===== src/rtl/spark_steer_pkg.sv =====
package spark_steer_pkg;

    localparam int N_BANKS = 2;

    typedef enum logic {
        BANK_A = 1'b0,
        BANK_B = 1'b1
    } bank_e;

    typedef struct packed {
        logic lo;
        logic hi;
    } window_t;

    typedef struct packed {
        logic dis;
        logic chg;
    } gate_t;

    localparam gate_t GATE_IDLE = '{dis: 1'b0, chg: 1'b1};

    function automatic bank_e next_bank(input bank_e cur);
        return (cur == BANK_A) ? BANK_B : BANK_A;
    endfunction

    function automatic logic owns_turn(input bank_e cur, input bank_e me);
        return cur == me;
    endfunction

endpackage


===== src/rtl/steer_sync_chain.sv =====
module steer_sync_chain #(
    parameter int WIDTH  = 1,
    parameter int STAGES = 2
) (
    input  logic             clk,
    input  logic             rst,
    input  logic [WIDTH-1:0] d_i,
    output logic [WIDTH-1:0] q_o
);
    logic [WIDTH-1:0] stg [STAGES];

    always_ff @(posedge clk) begin
        if (rst) begin
            for (int s = 0; s < STAGES; s++) stg[s] <= '0;
        end else begin
            stg[0] <= d_i;
            for (int s = 1; s < STAGES; s++) stg[s] <= stg[s-1];
        end
    end

    assign q_o = stg[STAGES-1];
endmodule


===== src/rtl/steer_turn_sel.sv =====
module steer_turn_sel
    import spark_steer_pkg::*;
(
    input  logic  clk,
    input  logic  rst,
    input  logic  pwm_s,
    output bank_e sel_o,
    output logic  fall_o,
    output logic  live_nxt_o
);
    logic  pwm_d;
    logic  live_q;
    bank_e sel_q;

    assign fall_o     = pwm_d && !pwm_s;
    assign live_nxt_o = live_q || pwm_s;
    assign sel_o      = sel_q;

    always_ff @(posedge clk) begin
        if (rst) begin
            pwm_d  <= 1'b0;
            live_q <= 1'b0;
            sel_q  <= BANK_A;
        end else begin
            pwm_d  <= pwm_s;
            live_q <= live_nxt_o;
            if (fall_o) sel_q <= next_bank(sel_q);
        end
    end
endmodule


===== src/rtl/steer_ready_latch.sv =====
module steer_ready_latch
    import spark_steer_pkg::*;
(
    input  logic    clk,
    input  logic    rst,
    input  window_t win_i,
    input  logic    pulse_end_i,
    output logic    ready_o
);
    always_ff @(posedge clk) begin
        if (rst) begin
            ready_o <= 1'b0;
        end else if (win_i.lo || pulse_end_i) begin
            ready_o <= 1'b0;
        end else if (win_i.hi) begin
            ready_o <= 1'b1;
        end
    end
endmodule


===== src/rtl/steer_bank_gate.sv =====
module steer_bank_gate
    import spark_steer_pkg::*;
#(
    parameter bank_e ME = BANK_A
) (
    input  logic  clk,
    input  logic  rst,
    input  logic  pwm_s,
    input  bank_e sel_i,
    input  logic  ready_i,
    input  logic  lo_i,
    input  logic  live_nxt_i,
    output gate_t gate_o
);
    logic  mine;
    gate_t gate_d;

    always_comb begin
        mine       = owns_turn(sel_i, ME);
        gate_d.dis = pwm_s && mine && ready_i && !lo_i;
        gate_d.chg = !(live_nxt_i && mine);
    end

    always_ff @(posedge clk) begin
        if (rst) gate_o <= GATE_IDLE;
        else     gate_o <= gate_d;
    end
endmodule


===== src/rtl/spark_bank_steer.sv =====
module spark_bank_steer
    import spark_steer_pkg::*;
#(
    parameter int SYNC_STAGES = 2
) (
    input  logic               clk,
    input  logic               rst,
    input  logic               pwm_in,
    input  logic [N_BANKS-1:0] bank_lo_i,
    input  logic [N_BANKS-1:0] bank_hi_i,
    output logic [N_BANKS-1:0] dis_en_o,
    output logic [N_BANKS-1:0] chg_en_o
);
    localparam int SYNC_W = 1 + 2 * N_BANKS;

    logic [SYNC_W-1:0]  raw_in;
    logic [SYNC_W-1:0]  sync_out;
    logic               pwm_s;
    logic [N_BANKS-1:0] lo_s;
    logic [N_BANKS-1:0] hi_s;
    logic               pwm_fall;
    logic               live_nxt;
    bank_e              sel_q;
    logic [N_BANKS-1:0] rdy_q;

    assign raw_in = {bank_hi_i, bank_lo_i, pwm_in};

    steer_sync_chain #(.WIDTH(SYNC_W), .STAGES(SYNC_STAGES)) u_sync (
        .clk (clk),
        .rst (rst),
        .d_i (raw_in),
        .q_o (sync_out)
    );

    assign pwm_s = sync_out[0];
    assign lo_s  = sync_out[N_BANKS:1];
    assign hi_s  = sync_out[2*N_BANKS:N_BANKS+1];

    steer_turn_sel u_sel (
        .clk        (clk),
        .rst        (rst),
        .pwm_s      (pwm_s),
        .sel_o      (sel_q),
        .fall_o     (pwm_fall),
        .live_nxt_o (live_nxt)
    );

    for (genvar b = 0; b < N_BANKS; b++) begin : g_bank
        localparam bank_e ME = (b == 0) ? BANK_A : BANK_B;
        window_t win;
        gate_t   gate;
        logic    pulse_end;

        assign win.lo    = lo_s[b];
        assign win.hi    = hi_s[b];
        assign pulse_end = pwm_fall && owns_turn(sel_q, ME);

        steer_ready_latch u_rdy (
            .clk         (clk),
            .rst         (rst),
            .win_i       (win),
            .pulse_end_i (pulse_end),
            .ready_o     (rdy_q[b])
        );

        steer_bank_gate #(.ME(ME)) u_gate (
            .clk        (clk),
            .rst        (rst),
            .pwm_s      (pwm_s),
            .sel_i      (sel_q),
            .ready_i    (rdy_q[b]),
            .lo_i       (lo_s[b]),
            .live_nxt_i (live_nxt),
            .gate_o     (gate)
        );

        assign dis_en_o[b] = gate.dis;
        assign chg_en_o[b] = gate.chg;
    end
endmodule


===== config.mk =====
export PLATFORM = sky130hd
export DESIGN_NAME = spark_bank_steer
export DESIGN_NICKNAME = d
export VERILOG_FILES = /design/src/rtl/spark_steer_pkg.sv /design/src/rtl/steer_sync_chain.sv /design/src/rtl/steer_turn_sel.sv /design/src/rtl/steer_ready_latch.sv /design/src/rtl/steer_bank_gate.sv /design/src/rtl/spark_bank_steer.sv
export SDC_FILE = /design/constraint.sdc
export NUM_CORES = 1
export LEC_CHECK = 0
export BUFFER_PORTS_ARGS = -buffer_cell sky130_fd_sc_hd__buf_2
export CORE_AREA = 5 5 42 44
export CTS_CLUSTER_SIZE = 40
export DETAILED_ROUTE_END_ITERATION = 10
export DIE_AREA = 0 0 47 49
export HOLD_SLACK_MARGIN = 0.03
export SYNTH_ARGS = -nofsm -noshare
export SYNTH_HDL_FRONTEND = slang
export SYNTH_SLANG_ARGS = --single-unit

===== constraint.sdc =====
create_clock -name clk -period 2.6 [get_ports clk]
set_input_delay 0.52 -clock clk [delete_from_list [all_inputs] [get_ports clk]]
set_output_delay 0.52 -clock clk [all_outputs]
set_load 0.05 [all_outputs]

After elaboration in Yosys (flattened, before gate mapping)
Memories as Yosys holds them, arrays and structs flattened. Cells that the tools add are included. W data, S select, Z words.

Register bits after elaboration: 9. RAM bits: 10. Bits of input ports: 7. Output and inout bits: 4. Logic and storage cells: 40. Memories kept: 1.

Memories: u_sync.stg (depth 2, width 5, read ports 2, clocked after memory_dff 0, wr ports 2, RTL line steer_sync_chain.sv:10) `logic [WIDTH-1:0] stg [STAGES];`.

Mux-type cells: 6. Bitwise logic cells: 3. Reduce and logical (&&, ||, !) cells: 21.

Operators by type and width (number): $logic_and A1 B1 Y1 (11); $mux W5 (2); $logic_not A1 Y1 (5); $mux W1 (4); $reduce_or A2 Y1 (2); $logic_or A1 B1 Y1 (3); $or A1 B1 Y1 (2); $not A1 Y1 (1).

Logic depth before layout (Yosys ltp)
Depth in word-level cells: 5. Mapped depth: 2. Gate-level depth less buffers: 2.

Hierarchy
A second synthesis with hierarchy kept.

Cell total of the unflattened synthesis: 53. Area, all modules: 625.6 µm².

Modules (own cells, without submodules): steer_sync_chain (times used 1, cells an instance 25, area each 300.3 µm², seq. area each 200.2 µm²); steer_turn_sel (times used 1, cells an instance 10, area each 112.6 µm², seq. area each 60.1 µm²); steer_ready_latch (times used 2, cells an instance 3, area each 36.3 µm², seq. area each 20.0 µm²); steer_bank_gate at g_bank[1].u_gate (times used 1, cells an instance 5, area each 66.3 µm², seq. area each 40.0 µm²); steer_bank_gate at g_bank[0].u_gate (times used 1, cells an instance 5, area each 57.6 µm², seq. area each 40.0 µm²); spark_bank_steer (times used 1, cells an instance 2, area each 16.3 µm², seq. area each 0.0 µm²).

Worst setup path before layout
OpenSTA, ideal clock, no wires.

Kind: flip-flop to output port. Start: register g_bank[0].u_gate.gate_o[0] in the netlist's numbering. End: output port chg_en_o[0]. Arrival time: 0.587 ns. Data required time: 2.080 ns. Slack: 1.493 ns. Stages on the path, launching flop included: 1. Path buffers: 0. Path through: dfxtp_1.

RTL lines: start: declaration (RTL line steer_bank_gate.sv:13) `output gate_t gate_o`; start signal: assignment (RTL line steer_bank_gate.sv:26) `else gate_o <= gate_d;`; end: declaration (RTL line spark_bank_steer.sv:12) `output logic [N_BANKS-1:0] chg_en_o`.

No word-level cell between the ends.

Final worst setup path
Start: register g_bank[0].u_gate.gate_o[1] in the netlist's numbering. End: output port dis_en_o[0].

RTL lines: end: declaration (RTL line spark_bank_steer.sv:11) `output logic [N_BANKS-1:0] dis_en_o,`.

No word-level cell between the ends.

==> impl_metrics.ini <==
[run_status]
status = finished clean

[synthesis]
synth-seq-area-share = 0.6667
ys_ff_latch = 19
synth_area_per_cell_sq_um = 12.14
synth_compound_area_frac = 0.07018
yosysUniqueCellTypes = 14
synth_top_family_by_area = simple AND/OR/NAND/NOR gates
syn_nets = 54
syn_area_sq_um = 570.5
ys_warn_count = 0
synthAdderAreaFrac = 0
synth_xor_area_frac = 0
synthMuxAreaShare = 0.01974
netlist_instances = 47
synth-simple-area-share = 0.2215

[placed_design]
place_hpwl_um = 497.1
portBuffers = 10
placed_area_sq_um = 635.6
place_congestion = 0.7110

[hold_path]
hold_class = flip-flop to flip-flop
worstHoldStart = g_bank[1].u_rdy.ready_o

[finish]
final_area_sq_um = 661.9
nNetsFinal = 68
antenna_cells = 0
final_cell_mix = 19 x dfxtp_1, 11 x nor2b_1, 10 x buf_2
fillers = 146
drive_gt1_frac = 0.3333
area_growth_pct = 16.01
final_common_cell = dfxtp_1

[run]
drv_cap = 0

[setup_path]
cp_max_fo = 1
cp_data_arrival_time_ns = 0.85
critPathSlowestCell = dfxtp_1
path_buf_inv = 1
cp_data_required_time_ns = 2.08
cp_cell_sequence = buf_2
end_kind = output port
worstSetupStartpoint = g_bank[0].u_gate.gate_o[1]
critPathLaunchType = flip-flop
cpPeakStageDelay_ns = 0.32
critPathKind = flip-flop to output port
critical_path.top_delay_family = flip-flops
r2r_start = u_sync.stg[0][5]

[sta]
worst_pin_slew_ns = 0.2846
rsz0062_at_grt = false
setup_violations = 0
min_period_over_period = 0.5258
finalClockSkew_ns = 0.001067
hold_violations = 0
relSlewSlack = 0.8100
period_minus_slack_ns = 1.367
whs_ns = 0.4380
fmax_mhz = 731.5
drv_slew = 0
setup_tns_ns = 0

[grt]
grt_pass1_vias = 309
grt_pass1_wl_um = 1235
grt.overflow.total = 0
grt_max_degree = 17
grt_usage = 0.07649
antenna_found_initial = 0

[die]
dieHeight_um = 49
core_sq_um = 1401
die-area_sq_um = 2303
boundaryPins = 11
die_w_um = 47
row_count = 14
start_util = 0.4071

[routing]
drtIter0Drc = 2
drc = 0
viasPerCell = 4.421
wl_um = 667
ant_nets = 0
wl_per_cell_um = 8.776
dr.pass1.iters = 2
vias = 336

[clock_tree]
htreeDepth = 1
post_cts_buffers = 0
clkTransAtPathRegs_ns = 0.09
cts_hold_buffers = 0
clockRootBuffer = clkbuf_4
clockBufferDepth = 2
numCtsBuffers = 3
clock_latency_ns = 0.28
clock-sinks = 19
tritoncts = yes
cts_resized = 0

[pwr]
ir_drop_mv = 0.2804
p_leak_uw = 0.0002681
p_per_area_nw_per_um2 = 705.9
per-layer routing:
metal	routed length, um	GRT usage
met1	299	0.08725
met2	296	0.1018
met3	71	0.05535
met4	0	0.04147
met5	0	0
state kept, by name (all words and copies together), names as in the netlist:
register and cells:
u_sync.stg 10, u_sel.pwm_d 1, g_bank.u_gate.gate_o 4, u_sel.sel_o 1, u_sel.live_q 1, g_bank.u_rdy.ready_o 2
cell families after synthesis:
kind of cell / Yosys count
AO/OA/AOI/OAI: 3
buffers and inverters: 3
flip-flops: 19
multiplexers: 1
AND/OR/NAND/NOR: 21
power breakdown:
group / internal [uW] / switching, uW
clock: 59.4 / 75.8
sequential: 302 / 4.67
combinational: 12.5 / 12.6
path summary, 6_finish.rpt:
| path | to | slack, ns | cells after the start |
|---|---|---|---|
| max | dis_en_o[0] | 1.23 | 1 |
| min | g_bank[1].u_gate.gate_o[1] | 0.44 | 2 |
| max reg2reg | u_sel.sel_o | 1.59 | 2 |
| min reg2reg | g_bank[1].u_gate.gate_o[1] | 0.44 | 2 |
cell usage after synthesis:
cell	n	area share
a2111oi_2	2	0.053
buf_2	1	0.0088
dfxtp_1	19	0.67
inv_1	1	0.0066
inv_2	1	0.0066
mux2_2	1	0.020
nand2_1	3	0.020
nand2b_1	1	0.011
nor2_1	3	0.020
nor2b_1	11	0.12
nor2b_2	1	0.015
nor3_1	1	0.0088
nor4b_2	1	0.026
o21ba_2	1	0.018
per-stage QoR:
step / total power (uW) / setup WS (ns) / instances / util
global placement: 339.2 / 1.362 / 72 / 0.4536
CTS: 477.1 / 1.211 / 76 / 0.4723
detailed placement: 339.8 / 1.354 / 72 / 0.4536
floorplan: 331.2 / 1.493 / 47 / -
global route: 496.7 / 1.179 / 76 / 0.4723
finish: 467.2 / 1.233 / 76 / 0.4723
layout make-up:
type	instances	area [sq um]	area share
inverter	2	7.507	0.01134
sequential	19	380.4	0.5747
multi-input combinational	25	177.7	0.2684
timing repair buffer	10	50.05	0.07561
tap	16	20.02	0.03025
clock buffer	4	26.28	0.03970
Power figures use the tool's default switching activity.
